[config.mk]
export PLATFORM = sky130hd
export DESIGN_NAME = eprom_mode_decode
export DESIGN_NICKNAME = d
export VERILOG_FILES = /design/src/rtl/eprom_pkg.sv /design/src/rtl/eprom_mode_decode.sv
export SDC_FILE = /design/constraint.sdc
export NUM_CORES = 1
export LEC_CHECK = 0
export BUFFER_PORTS_ARGS = -buffer_cell sky130_fd_sc_hd__buf_2
export CAP_MARGIN = 30
export CORE_AREA = 4 4 41 43
export DETAILED_ROUTE_END_ITERATION = 7
export DIE_AREA = 0 0 45 47
export PLACE_DENSITY = 0.36
export SYNTH_ARGS = -nofsm -noshare
export SYNTH_HDL_FRONTEND = slang
export SYNTH_SLANG_ARGS = --single-unit
export TNS_END_PERCENT = 50
[constraint.sdc]
create_clock -name vclk -period 0.8
set_input_delay 0.04 -clock vclk [all_inputs]
set_output_delay 0.04 -clock vclk [all_outputs]
set_load 0.01 [all_outputs]
[src/rtl/eprom_pkg.sv]
package eprom_pkg;

    typedef enum logic [2:0] {
        MODE_STANDBY,
        MODE_DISABLE,
        MODE_READ,
        MODE_IDENT,
        MODE_PROGRAM,
        MODE_VERIFY
    } mode_e;

    // Prefix a 7-bit payload with the bit that makes the byte's ones count odd.
    function automatic logic [7:0] odd_parity_byte(input logic [6:0] payload);
        return {~^payload, payload};
    endfunction

endpackage

[src/rtl/eprom_mode_decode.sv]
module eprom_mode_decode
    import eprom_pkg::*;
#(
    parameter int ADDR_W = 17
) (
    input  logic              ce_n,
    input  logic              oe_n,
    input  logic              pgm_n,
    input  logic              vpp_hi,
    input  logic              id_hi,
    input  logic [ADDR_W-1:0] addr,
    output mode_e             mode
);

    logic upper_zero;

    assign upper_zero = (addr[ADDR_W-1:1] == '0);

    // Order matters: deselect wins, then a write strobe, then the output gate.
    always_comb begin
        if (ce_n) begin
            mode = MODE_STANDBY;
        end else if (vpp_hi && !pgm_n) begin
            mode = MODE_PROGRAM;
        end else if (oe_n) begin
            mode = MODE_DISABLE;
        end else if (vpp_hi) begin
            mode = MODE_VERIFY;
        end else if (id_hi && upper_zero) begin
            mode = MODE_IDENT;
        end else begin
            mode = MODE_READ;
        end
    end

endmodule

### Word level (Yosys, flattened, before mapping)

Cells that the tools add are included.
Widths: inputs -> output; s select.

* input bits: 22
* output and inout port bits: 3
* register bits: 0
* word-level logic and storage cells: 9

* mux-type cells: 5
* reduce and logical (&&, ||, !) cells: 4

Operator list (number)
* $logic_not 16->1: 1
* $mux 3: 4
* $logic_and 1x1->1: 2
* $logic_not 1->1: 1
* $mux 1: 1

### Depth between registers and ports, before layout

Gate-level depths: netlist of run 1.

* depth after elaboration: 7
* gate-level depth with buffers: 3
* gate-level depth less buffers: 3

### Worst setup path before layout of run 1

Ideal clock, no wire load.

* kind: input to output
* start point: input port addr[7]
* end point: output port mode[0]
* data required time: 0.760 ns
* path buffers: 0
* arrival: 0.699 ns
* path slack: 0.061 ns
* stages on the path: 3
* path through: nor4_2 > a311oi_1 > nor3_1

* word-level cells in the longest chain between the ends: 7

Ends and longest elaborated chain
* from (decl): line eprom_mode_decode.sv:11 `input logic [ADDR_W-1:0] addr,`
* $logic_not 16->1: line eprom_mode_decode.sv:17 `assign upper_zero = (addr[ADDR_W-1:1] == '0);`
* $logic_and 1x1->1: line eprom_mode_decode.sv:29 `end else if (id_hi && upper_zero) begin`
* $mux 1: line eprom_mode_decode.sv:29
* $mux 3: line eprom_mode_decode.sv:27 `end else if (vpp_hi) begin`
* $mux 3: line eprom_mode_decode.sv:25 `end else if (oe_n) begin`
* $mux 3: line eprom_mode_decode.sv:23 `end else if (vpp_hi && !pgm_n) begin`
* $mux 3: line eprom_mode_decode.sv:21 `if (ce_n) begin`
* to (decl): line eprom_mode_decode.sv:12 `output mode_e mode`

No other way between the ends.

### Final worst setup path of run 1

Ends and elaborated chain as after synthesis.

==> results of run 1 <==
## through the flow
step                hold slack, ns  instances  TNS [ns]  total power, W
floorplan                    0.127         12         0       0.0000233
global placement             0.359         51    -0.124       0.0000984
detailed placement           0.350         51    -0.121       0.0000968
CTS                          0.352         51    -0.107        0.000100
global route                 0.380         51    -0.211        0.000124
finish                       0.349         51    -0.133        0.000111
## cells by family after synthesis
group / after synthesis
AOI/OAI and AO/OA: 4
buffers and inverters: 1
and+or+nand+nor: 7
## layer usage
metal	GRT usage	vias to the layer above
met5	0	-
met2	0.0593	21
met1	0.121	79
met4	0	0
met3	0.0230	0
li1	-	100
## area by class of cell
type	instances	area share
tap	15	0.0725
multi-input combinational	11	0.401
inverter	1	0.0145
timing repair buffer	24	0.512
## critical path, cell delays in order
cell and delay (ns):
buf_2 0.10, nor4_2 0.28, a311oi_2 0.14, nor3_2 0.19
buf_2 0.15
## power by group through the flow
stage          Combinational [W]  Clock, W  Sequential [W]
6_report                0.000111         0               0
2_1_floorplan          0.0000233         0               0
5_1_grt                 0.000124         0               0
3_3_place_gp           0.0000984         0               0
4_1_cts                 0.000100         0               0
3_5_place_dp           0.0000968         0               0
## worst min path at each step
stage          startpoint       to  slack, ns
2_1_floorplan        oe_n  mode[1]       0.13
3_3_place_gp         ce_n  mode[1]       0.36
3_5_place_dp         ce_n  mode[1]       0.35
4_1_cts              ce_n  mode[1]       0.35
5_1_grt              ce_n  mode[2]       0.38
6_report             ce_n  mode[1]       0.35
## cell usage in the layout (no fill, tap or decap)
cell	n
nor3_1	1
nor4_4	1
a311oi_2	1
nor4_1	1
nor2_1	1
buf_6	2
a211oi_1	2
inv_1	1
nor3_2	1
nor4_2	1
o21bai_1	1
buf_2	22
nor3b_1	1
## what timing repair did
item,in CTS,in global routing
setup endpoints to repair,1,1
gates resized for setup,1,4
hold buffers,0,0
pin swaps,0,3
==> results.cfg, run 1 <==
[die]
io_pins = 25
die_w_um = 45
die_h_um = 47
core_region_area_mm2 = 0.00130
placementRows = 13
start_util = 0.0673
dieArea_mm2 = 0.00212

[synth]
yosys-top-cells-area = nor4_2, a211oi_1, nor3_1
yosysTopAreaCellShare = 0.286
seq_area_frac_synth = 0
synth_fa_ha_area_frac = 0
syn_area_um2 = 87.6
yosys.area.top_type = nor4_2
synth_compound_area_frac = 0.357
synth_top_family_by_area = simple AND/OR/NAND/NOR gates
yosys.area_share.simple = 0.600
syn_avg_cell_area_um2 = 7.30
muxShareOfSynthArea = 0
synth_nets = 34
synth.distinct_cells = 9
syn_inst = 12
synth-xor-area-share = 0
yosysWarnings = 0
synth_common_cells = a211oi_1, nor3_1, nor4_2

[finish]
fin_util = 0.199
antenna_cells = 0
clkbuf_count = 0
fin_area_um2 = 259
fillerInstances = 161
layout-area-overhead-vs-synth_pct = 196
layout-drive-gt1-share = 0.778
fin_nets = 60
multi_input_area_um2 = 104
seq_area_um2 = 0
seq_cells = 0

[global_route]
grt_remaining_overflow = 0
grt_pass1_vias = 197
grt_max_degree = 5
gr-usage-all-layers = 0.0637
antenna_found_initial = 0
grt_pass1_wl_um = 986

[routing]
firstDrtPassIters = 1
vias = 200
wl_met1_um = 327
wl_met3_um = 146
drc = 0
ant_nets = 0
drtIter0Drc = 0
dr_wl_met2_um = 171
avgViaCountPerCell = 3.92
drt_wl_total_um = 645
wire_per_inst_um = 12.6
top_layer_used = met3

[power_and_ir_drop]
pwr_density_cell_mw_per_mm2 = 430
p_int_w = 0.0000625
p_sw_w = 0.0000490
swShare = 0.439
clkPwrFrac = 0
leakagePower_nw = 0.124
comb_power_share = 1.000
seqPwrFrac = 0
ir_drop_v = 0.000141

[run]
maxCapViolCount = 0

[sta]
worst_pin_slew_ns = 0.258
final_max_slew_viol_count = 0
setup_ws_ns = -0.133
setup_viol = 1
fin_crit_sh = 1.17
hold_viol_final = 0
fmax_mhz = 1070
max_slew_margin = 0.827
rsz0062_at_grt = yes
fin_crit_ns = 0.933

[worst_setup_path]
crit_end = mode[0]
crit_start = addr[7]
criticalPathCategory = primary input to output port
required_ns = 0.76
critPathMaxFanout = 1
arrival_ns = 0.89
cp-start-kind = primary input
end_kind = output port

[placed_design]
numPortBuffers = 24
post_dp_cell_area_um2 = 226
place_congestion = 0.718
pre_cts_ws_ns = -0.121
place.detailed.hpwl_um = 612

[status]
outcome = finished, violations left
failed_checks = negative setup slack

[min_path]
min_path_cells = 3
hp-class = primary input to output port

[clock_network]
cts_setup_buffers = 0
(Power assumes the default switching activity.)
==> run 2: changes to the inputs <==
--- a/config.mk
+++ b/config.mk
@@ -10,7 +10,8 @@
 export CORE_AREA = 4 4 41 43
 export DETAILED_ROUTE_END_ITERATION = 7
 export DIE_AREA = 0 0 45 47
-export PLACE_DENSITY = 0.36
+export PLACE_DENSITY = 0.35
+export SETUP_SLACK_MARGIN = 0.1
 export SYNTH_ARGS = -nofsm -noshare
 export SYNTH_HDL_FRONTEND = slang
 export SYNTH_SLANG_ARGS = --single-unit
==> constraint.sdc (replaced) <==
create_clock -name vclk -period 1.2
set_input_delay 0.06 -clock vclk [all_inputs]
set_output_delay 0.06 -clock vclk [all_outputs]
set_load 0.01 [all_outputs]
==> run 2 against run 1 <==
Compared with the run above: the run now ends clean; largest cell class unchanged; critical path depth did not move; sequential share of layout area did not move; first-iteration DRC count rose by 4; sequential cell count did not move; cell count did not move; total power fell by 43%; worst hold slack improved by 0.046 ns.
==> results.cfg, run 2 (synthesis gave the netlist of run 1 again) <==
[status]
outcome = finished clean

[routing]
drt_wl_total_um = 602
ant_nets = 0
wire_per_inst_um = 11.8
vias = 189
drc = 0
drtIter0Drc = 4
firstDrtPassIters = 4
avgViaCountPerCell = 3.71

[die]
io_pins = 25
die_w_um = 45
start_util = 0.0673
dieArea_mm2 = 0.00212
core_region_area_mm2 = 0.00130
die_h_um = 47
placementRows = 13

[sta]
fin_crit_ns = 0.958
rsz0062_at_grt = no
hold_viol_final = 0
fin_crit_sh = 0.798
final.setup.tns_ns = 0
final_max_slew_viol_count = 0
setup_viol = 0
worst_pin_slew_ns = 0.256
max_slew_margin = 0.828
fmax_mhz = 1040

[worst_setup_path]
critPathMaxFanout = 1
cp-start-kind = primary input
arrival_ns = 0.90
critPathMaxStageDelay_ns = 0.26
cp_slowest_cell = nor4_2
crit_chain = buf_2 -> nor4_2 -> a311oi_1 -> nor3_1 -> buf_2
required_ns = 1.14
critical_path_depth = 5
worst-path-buf-inv = 2
end_kind = output port
crit_start = addr[7]
criticalPathCategory = primary input to output port
critPathTopFamily = simple AND/OR/NAND/NOR gates
cp_common_cell = buf_2
crit_end = mode[0]

[power_and_ir_drop]
clkPwrFrac = 0
leakagePower_nw = 0.117
p_sw_w = 0.0000277
pwr_density_cell_mw_per_mm2 = 279
p_int_w = 0.0000354
total_power_w = 0.0000631
comb_power_share = 1.000
swShare = 0.438
seqPwrFrac = 0
ir_drop_v = 0.0000835

[finish]
seq_cells = 0
layout-drive-gt1-share = 0.722
seq_area_um2 = 0
layout-area-overhead-vs-synth_pct = 159
final_cell_mix = buf_2, nor4_2, a211oi_1, nor3_1
fillerInstances = 157
fin_nets = 60
clkbuf_count = 0
antenna_cells = 0
final_common_cell = buf_2

[run]
maxCapViolCount = 0

[global_route]
grt_pass1_vias = 187
gr-usage-all-layers = 0.0551
antenna_found_initial = 0
grt_pass1_wl_um = 862
grt_max_degree = 5
grt_remaining_overflow = 0

[clock_network]
cts_setup_buffers = 0
hold_buffers = 0
cts_resized = 0

[min_path]
hp-class = primary input to output port

[placed_design]
place_congestion = 0.635
numPortBuffers = 24
place.detailed.hpwl_um = 580
[run 2: cell count changes in the layout (fill, tap and decap cells not counted)]
cell | before | now
a311oi_1 | 0 | 1
a311oi_2 | 1 | 0
buf_2 | 22 | 24
buf_6 | 2 | 0
nor3_1 | 1 | 2
nor3_2 | 1 | 0
nor4_2 | 1 | 2
nor4_4 | 1 | 0
[run 2: routing by layer]
layer  track usage  vias up  part of all wire
met5             0        -                 0
met4             0        0                 0
met3        0.0307        0              0.23
met2        0.0565       21              0.21
met1        0.0944       68              0.56
li1              -      100                 -
[run 2: power groups by stage]
stage                     combinational (W)  clock (W)  sequential (W)
after floorplan                   0.0000155          0               0
after global placement            0.0000644          0               0
after detailed placement          0.0000635          0               0
after CTS                         0.0000637          0               0
after global routing              0.0000690          0               0
final                             0.0000631          0               0
[run 2: worst min path at each step]
stage / cells after the start / endpoint / slack, ns / start
2_1_floorplan: 1 / mode[1] / 0.17 / oe_n
6_report: 3 / mode[1] / 0.40 / ce_n
3_3_place_gp: 3 / mode[1] / 0.39 / ce_n
3_5_place_dp: 3 / mode[1] / 0.39 / ce_n
5_1_grt: 3 / mode[1] / 0.41 / ce_n
4_1_cts: 3 / mode[1] / 0.40 / ce_n
[run 2: layout make-up]
type                       instances  area (um^2)  share of cell area
tap                               15         18.8              0.0829
multi-input combinational         11         83.8               0.370
timing repair buffer              24          120               0.530
inverter                           1         3.75              0.0166
[run 2: per-stage QoR]
step                 util  hold slack [ns]  cell area, um^2  worst slack (ns)  instances
floorplan               -            0.167             87.6             0.421         12
global placement    0.174            0.393              226             0.242         51
detailed placement  0.174            0.394              226             0.239         51
CTS                 0.174            0.395              226             0.237         51
global route        0.174            0.413              226             0.154         51
finish              0.174            0.395              226             0.242         51
==> run 3: changes to the inputs <==
--- a/config.mk
+++ b/config.mk
@@ -10,7 +10,7 @@
 export CORE_AREA = 4 4 41 43
 export DETAILED_ROUTE_END_ITERATION = 7
 export DIE_AREA = 0 0 45 47
-export PLACE_DENSITY = 0.35
+export PLACE_DENSITY = 0.36
 export SETUP_SLACK_MARGIN = 0.1
 export SYNTH_ARGS = -nofsm -noshare
 export SYNTH_HDL_FRONTEND = slang
==> constraint.sdc (replaced) <==
create_clock -name vclk -period 0.8
set_input_delay 0.04 -clock vclk [all_inputs]
set_output_delay 0.04 -clock vclk [all_outputs]
set_load 0.01 [all_outputs]
==> run 3 against run 2 <==
Compared with the run above: total power is 93% higher; non-clock buffer count unchanged; the flow now finishes with violations (negative setup slack); cell count unchanged; sequential share of layout area is the same.
==> results.cfg, run 3 (synthesis gave the netlist of run 1 again) <==
[global_route]
grt_remaining_overflow = 0
grt_pass1_wl_mm = 1.12
antenna_found_initial = 0
gr-usage-all-layers = 0.0716
grt_pass1_vias = 222
grt_max_degree = 5

[run]
maxCapViolCount = 0

[clock_network]
cts_setup_buffers = 0

[die]
start_util = 0.0673
die_h_um = 47
placementRows = 13
io_pins = 25
dieArea_mm2 = 0.00212
core_region_area_mm2 = 0.00130
die_w_um = 45

[finish]
antenna_cells = 0
multi_input_area_um2 = 113
layout-drive-gt1-share = 0.778
fin_nets = 60
final_common_cell = buf_2
seq_cells = 0
fillerInstances = 154
fin_area_um2 = 278
clkbuf_count = 0
seq_area_um2 = 0
layout-area-overhead-vs-synth_pct = 217
final_cell_mix = buf_2, nor4_4, a211oi_1, buf_6

[min_path]
hold_path.startpoint = pgm_n
hp-class = primary input to output port

[worst_setup_path]
required_ns = 0.76
criticalPathCategory = primary input to output port
arrival_ns = 0.86
critPathMaxFanout = 1
crit_start = addr[14]
end_kind = output port
cp-start-kind = primary input

[sta]
final_max_slew_viol_count = 0
max_slew_margin = 0.831
worst_pin_slew_ns = 0.252
fin_crit_sh = 1.13
fin_crit_ns = 0.902
setup_ws_ns = -0.102
rsz0062_at_grt = yes
setup_viol = 1
final.setup.tns_ns = -0.102
hold_viol_final = 0
fmax_mhz = 1110

[power_and_ir_drop]
total_power_w = 0.000122
ir_drop_v = 0.000122
leakagePower_nw = 0.129
pwr_density_cell_mw_per_mm2 = 438

[routing]
drt_wl_total_um = 666
drc = 0
ant_nets = 0
wire_per_inst_um = 13.1
vias = 191
drtIter0Drc = 0
firstDrtPassIters = 1
avgViaCountPerCell = 3.75

[placed_design]
place_congestion = 0.700
pre_cts_ws_ns = -0.141
numPortBuffers = 24
post_dp_cell_area_um2 = 231

[status]
outcome = finished, violations left
failed_checks = negative setup slack
-- run 3: stage by stage --
step           instances  hold slack [ns]   util
6_report              51            0.362  0.213
2_1_floorplan         12            0.127      -
4_1_cts               51            0.361  0.189
3_5_place_dp          51            0.361  0.178
3_3_place_gp          51            0.367  0.178
5_1_grt               51            0.391  0.213
-- run 3: final cells by class --
cell class | count | share of cell area
multi-input cells | 11 | 0.405
inverters | 1 | 0.0135
well taps | 15 | 0.0676
repair buffers | 24 | 0.514
-- run 3: what timing repair did --
action                                  4_1_cts  5_1_grt
endpoints found under the setup margin        1        1
pin swaps                                     3        3
gates resized for setup                       2        6
hold buffers                                  0        0
-- run 3: worst max-delay path, cell delays in order --
cell and delay (ns):
buf_2 0.11, nor4_4 0.26, a311oi_2 0.13, nor3_2 0.17
buf_2 0.15
-- run 3: routing by layer --
metal	vias to the layer above	part of all wire	track usage	routed length (um)
met5	-	0	0	0
met4	0	0	0	0
met3	0	0.23	0.0268	153
met2	21	0.23	0.0763	153
met1	70	0.54	0.128	359
li1	100	-	-	-
-- run 3: report_power, final --
part	total [W]	leakage (nW)	internal (W)	switching, W
combinational	0.000122	0.129	0.0000690	0.0000528
clock	0	0	0	0
sequential	0	0	0	0
-- run 3: worst paths after layout --
path / endpoint / slack (ns) / cells past startpoint
setup / recovery: mode[0] / -0.10 / 5
hold / removal: mode[2] / 0.36 / 3
